--- src/rtl/boot_sel_pkg.sv ---
package boot_sel_pkg;
  localparam int TYPE_W = 4;

  typedef enum logic [1:0] {
    MODE_FUSE = 2'b00,
    MODE_DL   = 2'b01,
    MODE_INT  = 2'b10,
    MODE_RSVD = 2'b11
  } boot_mode_e;

  typedef enum logic [2:0] {
    DEV_NONE   = 3'd0,
    DEV_SNOR   = 3'd1,
    DEV_SNAND  = 3'd2,
    DEV_PNOR   = 3'd3,
    DEV_RNAND  = 3'd4,
    DEV_SDMMC  = 3'd5,
    DEV_SPIROM = 3'd6
  } dev_class_e;
endpackage

--- src/rtl/bootmode_capture.sv ---
module bootmode_capture #(
  parameter int CFG_W = 16
) (
  input  logic             clk,
  input  logic             por_n,
  input  logic [1:0]       mode_pins,
  input  logic [CFG_W-1:0] gpio_cfg,
  output logic             captured,
  output logic [1:0]       mode_q,
  output logic [CFG_W-1:0] gpio_q,
  output logic             valid
);
  logic strobe_done;

  always_ff @(posedge clk or negedge por_n) begin
    if (!por_n) begin
      captured    <= 1'b0;
      mode_q      <= 2'b00;
      gpio_q      <= '0;
      valid       <= 1'b0;
      strobe_done <= 1'b0;
    end else begin
      if (!captured) begin
        captured <= 1'b1;
        mode_q   <= mode_pins;
        gpio_q   <= gpio_cfg;
      end
      valid <= captured && !strobe_done;
      if (captured) strobe_done <= 1'b1;
    end
  end

  AST_MODE_FROZEN: assert property (@(posedge clk) disable iff (!por_n)
    $past(captured) |-> $stable(mode_q) && $stable(gpio_q));

  AST_VALID_ONE_CYCLE: assert property (@(posedge clk) disable iff (!por_n)
    valid |=> !valid);

  AST_VALID_AFTER_CAPTURE: assert property (@(posedge clk) disable iff (!por_n)
    valid |-> captured);
endmodule

--- src/rtl/boot_cfg_mux.sv ---
module boot_cfg_mux
  import boot_sel_pkg::*;
#(
  parameter int CFG_W = 16
) (
  input  logic [1:0]       mode,
  input  logic             fuse_sel,
  input  logic [CFG_W-1:0] fuse_cfg,
  input  logic [CFG_W-1:0] gpio_q,
  output logic [CFG_W-1:0] cfg_o,
  output logic             ext_route
);
  always_comb begin
    cfg_o     = fuse_cfg;
    ext_route = 1'b0;
    unique case (boot_mode_e'(mode))
      MODE_FUSE: ext_route = fuse_sel;
      MODE_INT: begin
        ext_route = 1'b1;
        if (!fuse_sel) cfg_o = gpio_q;
      end
      MODE_DL, MODE_RSVD: ext_route = 1'b0;
      default: ext_route = 1'b0;
    endcase
  end
endmodule

--- src/rtl/boot_dev_decode.sv ---
module boot_dev_decode
  import boot_sel_pkg::*;
#(
  parameter int CFG_W    = 16,
  parameter int TYPE_LSB = 4
) (
  input  logic [CFG_W-1:0] cfg,
  output dev_class_e       class_o,
  output logic             code_ok
);
  logic [TYPE_W-1:0] code;
  assign code = cfg[TYPE_LSB +: TYPE_W];

  always_comb begin
    code_ok = 1'b1;
    case (code)
      4'd0:    class_o = DEV_SNOR;
      4'd8:    class_o = DEV_SNAND;
      4'd2:    class_o = DEV_PNOR;
      4'd4:    class_o = DEV_RNAND;
      4'd6:    class_o = DEV_SDMMC;
      4'd1:    class_o = DEV_SPIROM;
      default: begin
        class_o = DEV_NONE;
        code_ok = 1'b0;
      end
    endcase
  end
endmodule

--- src/rtl/boot_path_select.sv ---
module boot_path_select
  import boot_sel_pkg::*;
#(
  parameter int CFG_W    = 16,
  parameter int TYPE_LSB = 4
) (
  input  logic             clk,
  input  logic             por_n,
  input  logic [1:0]       mode_pins,
  input  logic             fuse_sel,
  input  logic [CFG_W-1:0] fuse_cfg,
  input  logic [CFG_W-1:0] gpio_cfg,
  input  logic             boot_fail,
  output logic [1:0]       mode_stat,
  output logic             path_download,
  output logic [2:0]       dev_class,
  output logic [CFG_W-1:0] eff_cfg,
  output logic             mode_reserved,
  output logic             type_err,
  output logic             decide_valid
);
  logic             captured;
  logic [1:0]       mode_q;
  logic [CFG_W-1:0] gpio_q;
  logic [CFG_W-1:0] cfg_sel;
  logic             ext_route;
  dev_class_e       dec_class;
  logic             code_ok;
  logic             fail_q;

  bootmode_capture #(.CFG_W(CFG_W)) cap_i (
    .clk(clk), .por_n(por_n), .mode_pins(mode_pins), .gpio_cfg(gpio_cfg),
    .captured(captured), .mode_q(mode_q), .gpio_q(gpio_q), .valid(decide_valid)
  );

  boot_cfg_mux #(.CFG_W(CFG_W)) mux_i (
    .mode(mode_q), .fuse_sel(fuse_sel), .fuse_cfg(fuse_cfg), .gpio_q(gpio_q),
    .cfg_o(cfg_sel), .ext_route(ext_route)
  );

  boot_dev_decode #(.CFG_W(CFG_W), .TYPE_LSB(TYPE_LSB)) dec_i (
    .cfg(cfg_sel), .class_o(dec_class), .code_ok(code_ok)
  );

  // Sticky fallback after a failed internal boot attempt
  always_ff @(posedge clk or negedge por_n) begin
    if (!por_n) fail_q <= 1'b0;
    else if (captured && mode_q == MODE_INT && boot_fail) fail_q <= 1'b1;
  end

  assign mode_stat     = mode_q;
  assign eff_cfg       = captured ? cfg_sel : '0;
  assign mode_reserved = captured && (mode_q == MODE_RSVD);
  assign type_err      = captured && ext_route && !code_ok;
  assign path_download = !captured || !ext_route || !code_ok || fail_q;
  assign dev_class     = path_download ? DEV_NONE : dec_class;

  AST_DL_MODE: assert property (@(posedge clk) disable iff (!por_n)
    (captured && mode_q == MODE_DL) |-> path_download);

  AST_FUSE_NOSEL_DL: assert property (@(posedge clk) disable iff (!por_n)
    (captured && mode_q == MODE_FUSE && !fuse_sel) |-> path_download && dev_class == 3'd0);

  AST_FAIL_FALLBACK: assert property (@(posedge clk) disable iff (!por_n)
    (captured && mode_q == MODE_INT && boot_fail) |=> path_download);

  AST_RSVD_DL: assert property (@(posedge clk) disable iff (!por_n)
    mode_reserved |-> path_download);

  AST_TYPE_ERR_DL: assert property (@(posedge clk) disable iff (!por_n)
    type_err |-> path_download && dev_class == 3'd0);

  AST_CLASS_ONLY_EXT: assert property (@(posedge clk) disable iff (!por_n)
    (dev_class != 3'd0) |-> !path_download);
endmodule

--- config.mk ---
export PLATFORM = sky130hd
export DESIGN_NAME = boot_path_select
export DESIGN_NICKNAME = d
export VERILOG_FILES = /design/src/rtl/boot_sel_pkg.sv /design/src/rtl/bootmode_capture.sv /design/src/rtl/boot_cfg_mux.sv /design/src/rtl/boot_dev_decode.sv /design/src/rtl/boot_path_select.sv
export SDC_FILE = /design/constraint.sdc
export NUM_CORES = 1
export LEC_CHECK = 0
export ABC_AREA = 0
export BUFFER_PORTS_ARGS = -buffer_cell sky130_fd_sc_hd__buf_4
export CAP_MARGIN = 30
export CORE_ASPECT_RATIO = 0.8
export CORE_MARGIN = 3
export CORE_UTILIZATION = 46
export CTS_CLUSTER_SIZE = 16
export DETAILED_ROUTE_END_ITERATION = 16
export PLACE_DENSITY = 0.88
export SETUP_SLACK_MARGIN = 0.3
export SYNTH_ARGS = -nofsm -noshare
export SYNTH_HDL_FRONTEND = slang
export SYNTH_SLANG_ARGS = --single-unit
--- constraint.sdc ---
create_clock -name clk -period 2.25 [get_ports clk]
set_input_delay 0.45 -clock clk [delete_from_list [all_inputs] [get_ports clk]]
set_output_delay 0.45 -clock clk [all_outputs]
set_load 0.02 [all_outputs]
==> out/results.tsv <==
stage	metric	value	unit
run_status	status	complete, but fails checks	
clock_network	cts_made_buffers	3	
worst_setup_path	critPathRequiredTime	1.80	ns
timing	finalSetupViolations	4	
worst_setup_path	crit_path_start_kind	register	
global_routing	grt_antenna_before_repair	0	
power_and_ir_drop	switching_share	0.3047	
floorplan	die_h	53.76	um
yosys	yosys-top-cells-area	dfrtp_1 42%, mux2_2 15%, nand2_1 9.2%	
power_and_ir_drop	p_leak	0.9597	nW
timing	slew_viol_final	0	
power_and_ir_drop	clockPowerShare	0.206	
layout	final_common_cell	buf_4	
drt	dr.pass1.iters	4	
worst_setup_path	r2r_end	cap_i.gpio_q[3]$_DFFE_PN0N_	
worst_hold_path	hold_class	primary input to async pin	
drt	routedWlPerCell	17.56	um
yosys	ys_seq_elements	22	
timing	fin_skew	0.004990	ns
placed_design	place_hpwl	2615	um
power_and_ir_drop	power.switching	0.3102	mW
floorplan	start_util	0.5078	
yosys	syn_nets	174	
worst_setup_path	setup.worst_path.end_class	primary output	
drt	num_vias	1345	
layout	syn_to_final_growth	57.06	%
layout	antennaDiodeCount	0	
drt	drt-total-wl	4267	um
drt	avgViaCountPerCell	5.535	
power_and_ir_drop	p_seq_frac	0.453	
layout	mostFrequentLayoutCells	61 x buf_4, 31 x nand2_1, 20 x dfrtp_1	
global_routing	grt.overflow.total	0	
clock_network	clk_pin_slew	0.12	ns
yosys	synth_top_area_cell	dfrtp_1	
timing	whs	0.01222	ns
worst_setup_path	worst-path-max-fanout	3	
global_routing	grt_max_degree	38	
worst_setup_path	arrival	1.87	ns
worst_setup_path	worstRegToRegCells	2	
yosys	yosysSeqAreaShare	0.4198	
yosys	synthesis.area	1311	um2
floorplan	fp-row-count	16	
clock_network	cts_max_path_buffers	2	
global_routing	grt_pass1_vias	1341	
layout	nets	246	
clock_network	cts-hold-fix-buffers	0	
worst_setup_path	r2r-start	cap_i.captured$_DFF_PN0_	
timing	finalCriticalPeriod	2.318	ns
layout	drive_gt1_frac	0.5797	
power_and_ir_drop	power_frac_comb	0.341	
worst_setup_path	rrSetupSlack	1.02	ns
run_status	violations	setup timing	
floorplan	io_pins	63	
global_routing	grt_usage	0.2403	
clock_network	clk_latency	0.30	ns
power_and_ir_drop	p_int	0.7080	mW
yosys	syn_area_per_cell	9.642	um2
clock_network	cts_root_buffer	clkbuf_4	
clock_network	cts.htree.levels	1	
floorplan	core	2582	um2
power_and_ir_drop	power_density	494.4	nW/um2
power_and_ir_drop	ir_drop	0.0004376	V
timing	worst_slack	-0.06781	ns
floorplan	fp.dieW	65.69	um
yosys	synthDistinctLibCells	30	
drt	drt_first_iter_violations	93	
placed_design	dpl_worst_slack	0.07538	ns
drt	ant_nets	0	
layout	fillers	150	
power_and_ir_drop	p_total	1.018	mW
timing	rsz0062_at_grt	yes	
yosys	syn_inst	136	
job	drv_cap	0	
placed_design	numPortBuffers	62	
global_routing	grt_pass1_wl	6354	um
worst_setup_path	criticalPathCategory	register to primary output	
placed_design	dp.cells	230	
yosys	yosysWarnings	0	
placed_design	place.gp.congestion	0.7964	
layout	instances_no_fill	243	
timing	period_share	1.030	
clock_network	cts.sink_count	22	
clock_network	cts_tree	built	
drt	route.detailed.drc	0	
floorplan	dieArea	3531	um2
timing	hold_violations	0	
timing	max_freq	0.4314	GHz
yosys	synth_top_cell_area_share	0.4198	
## power by group through the flow
stage	sequential, mW	clock (mW)	combinational [mW]
6_report	0.461	0.210	0.347
5_1_grt	0.465	0.238	0.368
4_1_cts	0.457	0.214	0.316
3_5_place_dp	0.467	0	0.283
3_3_place_gp	0.465	0	0.272
2_1_floorplan	0.458	0	0.159
## routing by layer
layer	up-vias	wire length (um)	GRT usage
met3	12	356	0.05637
met4	0	120	0.1103
met5	-	0	0
li1	611	-	-
met1	647	1657	0.2751
met2	75	2132	0.4309
## flip-flops by register name (all words and copies together) (netlist names)
signal,cells
cap_i.gpio_q,16
cap_i.mode_q,2
cap_i.captured,1
cap_i.strobe_done,1
cap_i.valid,1
fail_q,1
## worst max path at each step
stage	cells after the start	end	startpoint	slack, ns
2_1_floorplan	4	dev_class[2]	fuse_sel	0.17
3_3_place_gp	5	dev_class[2]	fuse_sel	0.09
3_5_place_dp	5	dev_class[2]	fuse_sel	0.08
4_1_cts	4	dev_class[2]	cap_i.mode_q[0]$_DFFE_PN0N_	-0.06
5_1_grt	6	dev_class[2]	cap_i.mode_q[0]$_DFFE_PN0N_	-0.14
6_report	4	dev_class[2]	cap_i.mode_q[0]$_DFFE_PN0N_	-0.07
## repair_timing
action	in CTS	in global routing
cloned	1	0
endpoints found under the hold margin	0	0
setup buffers	7	1
resized for setup	13	18
endpoints found under the setup margin	21	21
pin swaps	4	2
## per-stage QoR
step | utilization | cell area (um2) | setup TNS, ns
after floorplan | - | 1331 | 0
after global placement | 0.7141 | 1844 | 0
after detailed placement | 0.7141 | 1844 | 0
after CTS | 0.7694 | 1987 | -0.06295
after global routing | 0.7975 | 2059 | -0.9151
final | 0.7975 | 2059 | -0.08959
## cell usage after synthesis
| cell type | count |
|---|---|
| nand2_1 | 32 |
| dfrtp_1 | 22 |
| mux2_2 | 18 |
| a21boi_1 | 10 |
| clkbuf_1 | 7 |
| a21boi_0 | 5 |
| inv_1 | 5 |
| o211ai_1 | 4 |
| a21oi_1 | 3 |
| nor3b_1 | 3 |
| o21ai_0 | 3 |
| a211oi_1 | 2 |
| buf_2 | 2 |
| nor2b_1 | 2 |
| o2111ai_1 | 2 |
| xor2_1 | 2 |
| a2111oi_4 | 1 |
| a21o_1 | 1 |
| and2_1 | 1 |
| and3_1 | 1 |
| buf_6 | 1 |
| conb_1 | 1 |
| mux2_4 | 1 |
| nand3_1 | 1 |
| nand3b_1 | 1 |
| o21a_1 | 1 |
| o22ai_1 | 1 |
| or2_2 | 1 |
| or3_1 | 1 |
| or3b_1 | 1 |
## cells by family (layout without fill, tap and decap cells)
family / after synthesis / in the layout / synth area share
other: 1 / 1 / 0.002860
buffers and inverters: 15 / 86 / 0.05058
flip-flops: 22 / 22 / 0.4198
XOR/XNOR: 2 / 2 / 0.01336
multiplexers: 19 / 19 / 0.1660
AND/OR/NAND/NOR: 44 / 44 / 0.1536
AO/OA/AOI/OAI: 33 / 33 / 0.1937
## layout make-up
class                   count  area, um2  area share
repair buffers             77      638.1      0.3098
flip-flops and latches     22      553.0      0.2685
clock buffers               4      36.28     0.01762
inverters                   5      18.77    0.009113
well taps                  36      45.04     0.02187
multi-input cells          99      768.2      0.3730
## critical path: stages (launching register included)
cell and delay (ns):
dfrtp_2 0.43, or3b_4 0.38, mux2_4 0.35, a2111oi_4 0.21
buf_4 0.20
(Power assumes the default switching activity.)
